### config.mk
export PLATFORM = sky130hd
export DESIGN_NAME = aclk_link_start
export DESIGN_NICKNAME = d
export VERILOG_FILES = /design/src/rtl/aclk_pkg.sv /design/src/rtl/aclk_sync.sv /design/src/rtl/aclk_clkdet.sv /design/src/rtl/aclk_framer.sv /design/src/rtl/aclk_regs.sv /design/src/rtl/aclk_link_start.sv
export SDC_FILE = /design/constraint.sdc
export NUM_CORES = 1
export LEC_CHECK = 0
export ABC_AREA = 0
export BUFFER_PORTS_ARGS = -buffer_cell sky130_fd_sc_hd__buf_4
export CORE_ASPECT_RATIO = 2
export CORE_MARGIN = 2
export CORE_UTILIZATION = 50
export DETAILED_ROUTE_END_ITERATION = 12
export GPL_TIMING_DRIVEN = 0
export PLACE_DENSITY_LB_ADDON = 0.25
export RECOVER_POWER = 50
export SKIP_LAST_GASP = 1
export SYNTH_ARGS = -nofsm -noshare
export SYNTH_HDL_FRONTEND = slang
export SYNTH_SLANG_ARGS = --single-unit
### constraint.sdc
create_clock -name clk_i -period 1.85 [get_ports clk_i]
set_clock_uncertainty 0.2 [all_clocks]
set_input_delay 0.185 -clock clk_i [delete_from_list [all_inputs] [get_ports clk_i]]
set_output_delay 0.185 -clock clk_i [all_outputs]
set_load 0.02 [all_outputs]
### src/rtl/aclk_pkg.sv
package aclk_pkg;

    localparam int unsigned ADDR_W = 2;

    typedef logic [ADDR_W-1:0] reg_addr_t;

    // Register map: link enable, sticky ready status, interrupt enable
    localparam reg_addr_t A_CTRL = 2'd0;
    localparam reg_addr_t A_STAT = 2'd1;
    localparam reg_addr_t A_IEN  = 2'd2;

endpackage

### src/rtl/aclk_sync.sv
module aclk_sync #(
    parameter int unsigned W = 1
) (
    input  logic         clk_i,
    input  logic         rst_ni,
    input  logic [W-1:0] d_i,
    output logic [W-1:0] q_o
);

    typedef struct packed {
        logic [W-1:0] s1;
        logic [W-1:0] s2;
    } sync_t;

    sync_t st_d, st_q;

    always_comb begin
        st_d    = st_q;
        st_d.s1 = d_i;
        st_d.s2 = st_q.s1;
    end

    always_ff @(posedge clk_i or negedge rst_ni) begin
        if (!rst_ni) st_q <= '0;
        else         st_q <= st_d;
    end

    assign q_o = st_q.s2;

endmodule

### src/rtl/aclk_clkdet.sv
module aclk_clkdet #(
    parameter int unsigned MIN_TOGGLES = 4,
    parameter int unsigned DET_TIMEOUT = 64
) (
    input  logic clk_i,
    input  logic rst_ni,
    input  logic link_en_i,
    input  logic bclk_i,
    output logic rise_o,
    output logic fall_o,
    output logic run_o
);

    localparam int unsigned TW = $clog2(MIN_TOGGLES + 1);
    localparam int unsigned MW = $clog2(DET_TIMEOUT + 1);

    typedef struct packed {
        logic          prev;
        logic [TW-1:0] tog;
        logic [MW-1:0] tmo;
        logic          run;
    } det_t;

    det_t st_d, st_q;
    logic edge_seen;

    assign rise_o    = bclk_i & ~st_q.prev;
    assign fall_o    = ~bclk_i & st_q.prev;
    assign edge_seen = rise_o | fall_o;

    always_comb begin
        st_d      = st_q;
        st_d.prev = bclk_i;
        if (!link_en_i) begin
            st_d.tog = '0;
            st_d.tmo = '0;
            st_d.run = 1'b0;
        end else if (!st_q.run) begin
            if (edge_seen) begin
                st_d.tog = st_q.tog + 1'b1;
                st_d.tmo = '0;
                if (st_d.tog == TW'(MIN_TOGGLES)) st_d.run = 1'b1;
            end else begin
                st_d.tmo = st_q.tmo + 1'b1;
                if (st_d.tmo >= MW'(DET_TIMEOUT)) begin
                    st_d.tog = '0;
                    st_d.tmo = '0;
                end
            end
        end
    end

    always_ff @(posedge clk_i or negedge rst_ni) begin
        if (!rst_ni) st_q <= '0;
        else         st_q <= st_d;
    end

    assign run_o = st_q.run;

    // once running, the link stays running until its enable drops
    p_run_kept_r3: assert property (@(posedge clk_i) disable iff (!rst_ni)
        (st_q.run && link_en_i) |=> st_q.run);

endmodule

### src/rtl/aclk_framer.sv
module aclk_framer #(
    parameter int unsigned FRAME_BITS = 256,
    parameter int unsigned TAG_BITS   = 16,
    parameter int unsigned NLANE      = 2
) (
    input  logic             clk_i,
    input  logic             rst_ni,
    input  logic             link_en_i,
    input  logic             run_i,
    input  logic             rise_i,
    input  logic             fall_i,
    input  logic [NLANE-1:0] sd_i,
    output logic             sync_o,
    output logic [NLANE-1:0] ready_set_o
);

    localparam int unsigned PW = $clog2(FRAME_BITS);

    typedef struct packed {
        logic          started;
        logic [PW-1:0] pos;
        logic          sync;
    } frm_t;

    frm_t st_d, st_q;
    logic at_ready_bit;

    always_comb begin
        st_d = st_q;
        if (!link_en_i || !run_i) begin
            st_d = '0;
        end else if (rise_i) begin
            if (!st_q.started) begin
                st_d.started = 1'b1;
                st_d.pos     = '0;
            end else if (st_q.pos == PW'(FRAME_BITS - 1)) begin
                st_d.pos = '0;
            end else begin
                st_d.pos = st_q.pos + 1'b1;
            end
        end
        st_d.sync = st_d.started && (st_d.pos < PW'(TAG_BITS));
    end

    always_ff @(posedge clk_i or negedge rst_ni) begin
        if (!rst_ni) st_q <= '0;
        else         st_q <= st_d;
    end

    assign sync_o       = st_q.sync;
    assign at_ready_bit = link_en_i && st_q.started && fall_i && (st_q.pos == '0);

    for (genvar g = 0; g < NLANE; g++) begin : g_lane
        assign ready_set_o[g] = at_ready_bit & sd_i[g];
    end

    // a disabled link drops SYNC on the following cycle
    p_sync_off_r9: assert property (@(posedge clk_i) disable iff (!rst_ni)
        !link_en_i |=> !sync_o);

    // SYNC only starts after the clock detector reported a running link
    p_sync_after_run_r3: assert property (@(posedge clk_i) disable iff (!rst_ni)
        $rose(sync_o) |-> $past(run_i));

endmodule

### src/rtl/aclk_regs.sv
module aclk_regs
    import aclk_pkg::*;
#(
    parameter int unsigned NLANE = 2,
    parameter int unsigned REG_W = 8
) (
    input  logic             clk_i,
    input  logic             rst_ni,
    input  logic             wr_en_i,
    input  reg_addr_t        wr_addr_i,
    input  logic [REG_W-1:0] wr_data_i,
    input  reg_addr_t        rd_addr_i,
    output logic [REG_W-1:0] rd_data_o,
    input  logic [NLANE-1:0] ready_set_i,
    output logic             link_en_o,
    output logic             irq_o
);

    typedef struct packed {
        logic             en;
        logic [NLANE-1:0] stat;
        logic [NLANE-1:0] ien;
    } regs_t;

    regs_t st_d, st_q;
    logic [NLANE-1:0] clr;
    logic unused_wr_hi;

    assign unused_wr_hi = ^wr_data_i[REG_W-1:NLANE];

    always_comb begin
        st_d = st_q;
        clr  = '0;
        if (wr_en_i) begin
            unique case (wr_addr_i)
                A_CTRL:  st_d.en  = wr_data_i[0];
                A_STAT:  clr      = wr_data_i[NLANE-1:0];
                A_IEN:   st_d.ien = wr_data_i[NLANE-1:0];
                default: ;
            endcase
        end
        st_d.stat = (st_q.stat & ~clr) | ready_set_i;
    end

    always_ff @(posedge clk_i or negedge rst_ni) begin
        if (!rst_ni) st_q <= '0;
        else         st_q <= st_d;
    end

    always_comb begin
        rd_data_o = '0;
        unique case (rd_addr_i)
            A_CTRL:  rd_data_o[0]         = st_q.en;
            A_STAT:  rd_data_o[NLANE-1:0] = st_q.stat;
            A_IEN:   rd_data_o[NLANE-1:0] = st_q.ien;
            default: ;
        endcase
    end

    assign link_en_o = st_q.en;
    assign irq_o     = |(st_q.stat & st_q.ien);

    // a status bit only falls after a write of 1 to its position
    for (genvar g = 0; g < NLANE; g++) begin : g_chk
        p_sticky_r7: assert property (@(posedge clk_i) disable iff (!rst_ni)
            $fell(st_q.stat[g]) |-> $past(wr_en_i && wr_addr_i == A_STAT && wr_data_i[g]));
    end

endmodule

### src/rtl/aclk_link_start.sv
module aclk_link_start
    import aclk_pkg::*;
#(
    parameter int unsigned FRAME_BITS  = 256,
    parameter int unsigned TAG_BITS    = 16,
    parameter int unsigned MIN_TOGGLES = 4,
    parameter int unsigned DET_TIMEOUT = 64,
    parameter int unsigned NLANE       = 2,
    parameter int unsigned REG_W       = 8
) (
    input  logic             clk_i,
    input  logic             rst_ni,
    input  logic             wr_en_i,
    input  logic [1:0]       wr_addr_i,
    input  logic [REG_W-1:0] wr_data_i,
    input  logic [1:0]       rd_addr_i,
    output logic [REG_W-1:0] rd_data_o,
    output logic             link_rst_no,
    input  logic             bitclk_i,
    input  logic [NLANE-1:0] sdin_i,
    output logic             sync_o,
    output logic             irq_o
);

    logic             link_en;
    logic             bclk_s;
    logic [NLANE-1:0] sd_s;
    logic             rise, fall, run;
    logic [NLANE-1:0] ready_set;

    aclk_sync #(.W(1)) u_bclk_sync (
        .clk_i (clk_i),
        .rst_ni(rst_ni),
        .d_i   (bitclk_i),
        .q_o   (bclk_s)
    );

    aclk_sync #(.W(NLANE)) u_sd_sync (
        .clk_i (clk_i),
        .rst_ni(rst_ni),
        .d_i   (sdin_i),
        .q_o   (sd_s)
    );

    aclk_clkdet #(
        .MIN_TOGGLES(MIN_TOGGLES),
        .DET_TIMEOUT(DET_TIMEOUT)
    ) u_det (
        .clk_i    (clk_i),
        .rst_ni   (rst_ni),
        .link_en_i(link_en),
        .bclk_i   (bclk_s),
        .rise_o   (rise),
        .fall_o   (fall),
        .run_o    (run)
    );

    aclk_framer #(
        .FRAME_BITS(FRAME_BITS),
        .TAG_BITS  (TAG_BITS),
        .NLANE     (NLANE)
    ) u_frm (
        .clk_i      (clk_i),
        .rst_ni     (rst_ni),
        .link_en_i  (link_en),
        .run_i      (run),
        .rise_i     (rise),
        .fall_i     (fall),
        .sd_i       (sd_s),
        .sync_o     (sync_o),
        .ready_set_o(ready_set)
    );

    aclk_regs #(
        .NLANE(NLANE),
        .REG_W(REG_W)
    ) u_regs (
        .clk_i      (clk_i),
        .rst_ni     (rst_ni),
        .wr_en_i    (wr_en_i),
        .wr_addr_i  (wr_addr_i),
        .wr_data_i  (wr_data_i),
        .rd_addr_i  (rd_addr_i),
        .rd_data_o  (rd_data_o),
        .ready_set_i(ready_set),
        .link_en_o  (link_en),
        .irq_o      (irq_o)
    );

    assign link_rst_no = link_en;

    // the link leaves reset only after software wrote a 1 to the enable
    p_release_by_write_r2: assert property (@(posedge clk_i) disable iff (!rst_ni)
        $rose(link_rst_no) |-> $past(wr_en_i && wr_addr_i == A_CTRL && wr_data_i[0]));

endmodule

==> parameters.txt <==
Parameter                              Value

Status
  Outcome    complete, no violations

Layout
  Area growth syn-to-layout    28.1%
  Post-route insts no fill    246
  Fraction of layout cells with a size suffix above 1    29.0%
  Most used cells in the layout excluding fill and tap cells    32 x sky130_fd_sc_hd__dfrtp_1, 26 x sky130_fd_sc_hd__buf_4, 17 x sky130_fd_sc_hd__nand2_1, 12 x sky130_fd_sc_hd__nor2_1, 11 x sky130_fd_sc_hd__inv_1
  Most common library cell in the layout ignoring fill and taps    sky130_fd_sc_hd__dfrtp_1
  Register cell area after layout    827 sq um
  Number of antenna cells inserted    0
  Final non-filler cell area    2230 sq um
  Net count, final    242
  Multi-input combinational cell area    887 sq um
  Fill cell instance count of the final layout    268

Routing
  DRC violations left    0
  Via-per-instance ratio    5.62
  Met1 wire length    1.30 mm
  Via count    1383
  DR pass1 iterations    4
  Final Routed Wirelength    3.66 mm
  Top layer used by detailed routing    met4
  Met2 wire len    2.18 mm
  Detailed route wirelength on metal3    100 microns
  Number of DRC violations after detailed-routing iteration 0    32
  Number of nets with antenna violations after routing    0
  Drt wl/cell    14.9 microns

Worst hold path
  Class of the tightest hold or removal check    in2reg
  Start point of the worst min-delay path    wr_addr_i[1]

Setup path
  Critical path cell sequence    inv_1 > ha_1 > buf_6 > nand4_4 > a41oi_4 > a31oi_2 > nor2_2 > nor3_2
  Endpoint type of the worst setup path    register
  Worst R2R Start    u_det.st_q[11]
  Crit path launch type    register
  Critical-path maximum fanout    7
  Peak per-stage delay on the critical path    0.39 ns
  Setup CP Type    reg2reg
  Required time worst endpoint    1.81 ns
  Bufs and invs on worst path    2
  Crit-path slowest cell    sky130_fd_sc_hd__dfrtp_1
  CP delay by family, top    flip-flops
  Worst setup path startpoint    u_det.st_q[11]
  Arrival time of the worst setup path    1.75 ns

Floorplan
  Die outline height    87.5 microns
  I/O pin count    29
  Core outline area    3380 sq um
  Chip width    45.7 microns
  Area of the die    4000 sq um
  Number of rows created at floorplan    30
  Initial core utilization    51.6%

Synth
  Mapped Area    1740 sq um
  Post-synthesis instance total    171
  Cell accounting for the most synthesized area    sky130_fd_sc_hd__dfrtp_1
  Synthesis-stage register bit count    33
  Mean post-synth cell area    10.2 sq um
  Top post-synthesis cells by area    sky130_fd_sc_hd__dfrtp_1 47%, sky130_fd_sc_hd__ha_1 7.9%, sky130_fd_sc_hd__nand2_1 3.9%, sky130_fd_sc_hd__mux2_2 3.2%, sky130_fd_sc_hd__nor2_1 3.0%
  Number of warnings printed during yosys synthesis    0
  Number of distinct library cell variants in the gate-level netlist after synthesis    41
  Sequential-to-total area share from yosys stat    47.4%
  Portion of synthesized cell area occupied by the leading cell type    47.4%

Clocking
  Clock Tree Buf Depth    2
  Clock sink count    33
  CTS clk-pin slew, worst paths    0.07 ns
  Clock latency of the later-clocked register in the worst-skew pair    0.29 ns
  TritonCTS buffer count    5
  H-tree level count    2
  Clock tree from TritonCTS    done
  Cell at the root of the clock tree    sky130_fd_sc_hd__clkbuf_8

Job
  Maxcap violations    0

Timing
  Total count of max-transition violations in the final report    0
  Shortest clock period the worst path allows after layout    1.78 ns
  Worst Tran Pin Value    0.814 ns
  Max Fclk    561 MHz
  Post-route fraction of the period consumed by the critical path    96.4%
  Final setup violation count    0
  Remaining max-slew budget at the tightest pin    45.7%
  Fin. Hold Viols    0
  RSZ-0062 raised after global routing    true

Pwr
  Leakage    0.00106 uW
  Maximum VDD drop    0.636 mV
  Fraction of power consumed by the clock network    38.9%
  Ratio of total power to cell area    799 nW/um^2
  Share of total power in sequential cells    45.5%
  Cell Int Power    1350 uW
  Sw power    433 uW
  Portion of total power attributed to combinational logic    15.5%
  Fraction of power spent switching nets    24.3%

Global route
  Final global-route overflow total    0
  Initial antenna violation count    0
  First-pass GRT wire length    6.27 mm
  Number of global-route vias before repair    1496
  Maximum number of pins on one net before global-route repair    34
  Global-route total usage across every layer    21.3%

Placed design
  Final weighted congestion in routability-driven placement    0.825
  HPWL after DPL    2.57 mm
  Number of placed instances with taps included    224
  Total of buffers placed on input and output ports    16
  Placed cell areas    1920 sq um
## registers in the layout (all words and copies together), names as in the netlist
| signal | flops |
|---|---|
| u_regs.st_q | 4 |
| u_frm.sync_o | 1 |
| u_regs.link_en_o | 1 |
| u_bclk_sync.q_o | 1 |
| u_det.run_o | 1 |
| u_det.st_q | 11 |
| u_frm.st_q | 9 |
| u_bclk_sync.st_d | 1 |
| u_sd_sync.q_o | 2 |
| u_sd_sync.st_d | 2 |
## worst paths after layout
check,cells after the start,slack (ns),end
min in group asynchronous,2,0.32,u_det.st_q[11]
worst max-delay path,8,0.07,u_frm.sync_o
worst min register to register,0,0.15,u_sd_sync.q_o[0]
worst max register to register,8,0.07,u_frm.sync_o
worst min-delay path,5,0.04,u_regs.st_q[3]
max in group asynchronous,2,0.57,u_regs.link_en_o
## cell type report
cell class	count	area share [%]
well taps	32	1.79
flip-flops and latches	33	37.1
multi-input cells	123	39.8
clock inverters	1	1.35
plain buffers	9	3.65
inverters	11	1.85
clock buffers	7	3.87
repair buffers	30	10.7
## logic make-up after synthesis
kind of cell | share of synthesized area (%)
AO/OA/AOI/OAI | 16.0
adder cells (fa/ha/maj) | 7.90
buffers and inverters | 6.11
flip-flops | 47.4
multiplexers | 3.23
other | 0.215
AND/OR/NAND/NOR | 19.1
## synth_stat cells
master	n
sky130_fd_sc_hd__dfrtp_1	33
sky130_fd_sc_hd__nand2_1	18
sky130_fd_sc_hd__nor2_1	14
sky130_fd_sc_hd__ha_1	11
sky130_fd_sc_hd__inv_1	11
sky130_fd_sc_hd__o21ai_0	10
sky130_fd_sc_hd__a21oi_1	8
sky130_fd_sc_hd__buf_4	6
sky130_fd_sc_hd__nand3_1	6
sky130_fd_sc_hd__a31oi_1	5
sky130_fd_sc_hd__mux2_2	5
sky130_fd_sc_hd__nor2b_1	5
sky130_fd_sc_hd__a22o_1	4
sky130_fd_sc_hd__nand2b_1	3
sky130_fd_sc_hd__nor3_1	3
sky130_fd_sc_hd__a311oi_1	2
sky130_fd_sc_hd__and3_1	2
sky130_fd_sc_hd__nand3b_1	2
sky130_fd_sc_hd__a21o_1	1
sky130_fd_sc_hd__a222oi_1	1
sky130_fd_sc_hd__a22oi_1	1
sky130_fd_sc_hd__a41oi_1	1
sky130_fd_sc_hd__a41oi_2	1
sky130_fd_sc_hd__and2_1	1
sky130_fd_sc_hd__and2b_2	1
sky130_fd_sc_hd__and4_4	1
sky130_fd_sc_hd__and4b_1	1
sky130_fd_sc_hd__buf_2	1
sky130_fd_sc_hd__buf_6	1
sky130_fd_sc_hd__clkbuf_1	1
sky130_fd_sc_hd__conb_1	1
sky130_fd_sc_hd__nand2_4	1
sky130_fd_sc_hd__nand4_1	1
sky130_fd_sc_hd__nand4_2	1
sky130_fd_sc_hd__nor3_2	1
sky130_fd_sc_hd__nor3b_1	1
sky130_fd_sc_hd__nor4_1	1
sky130_fd_sc_hd__o21a_1	1
sky130_fd_sc_hd__o21ai_1	1
sky130_fd_sc_hd__o311ai_4	1
sky130_fd_sc_hd__o41ai_2	1
## worst min-delay path: stages
cell	delay, ns
sky130_fd_sc_hd__buf_4	0.09
sky130_fd_sc_hd__nor2_1	0.05
sky130_fd_sc_hd__nand2_1	0.06
sky130_fd_sc_hd__nand2_1	0.04
sky130_fd_sc_hd__o21ai_0	0.06
## timing repair
action	CTS	global route
gates cloned	0	0
buffers inserted	4	4
setup endpoints to repair	9	13
pin swaps	4	4
hold buffers	6	0
gates resized for setup	9	10
hold endpoints to repair	40	0
## power groups by stage
| stage | sequential [uW] | clock (uW) | combinational (uW) |
|---|---|---|---|
| floorplan | 814 | 0 | 137 |
| global placement | 815 | 0 | 209 |
| detailed placement | 820 | 0 | 222 |
| CTS | 806 | 702 | 262 |
| global route | 816 | 739 | 307 |
| finish | 811 | 694 | 277 |
## through the flow
stage               hold WS, ns  utilization, %  total power (uW)  setup WS [ns]  setup TNS (ns)
finish                   0.0414            66.0              1780         0.0661               0
global route             0.0881            66.0              1860        -0.0620          -0.122
CTS                      0.0465            64.2              1770        -0.0211         -0.0211
detailed placement      -0.0462            56.9              1040         -0.173          -0.622
global placement        -0.0568            56.9              1020         -0.141          -0.206
floorplan                -0.311               -               951         0.0766               0
## layer usage
metal,track usage (%),vias up
li1,-,673
met1,22.9,683
met2,37.5,21
met3,3.32,6
met4,11.7,0
met5,0,-
Note: power is estimated with default switching activity, not from simulation.
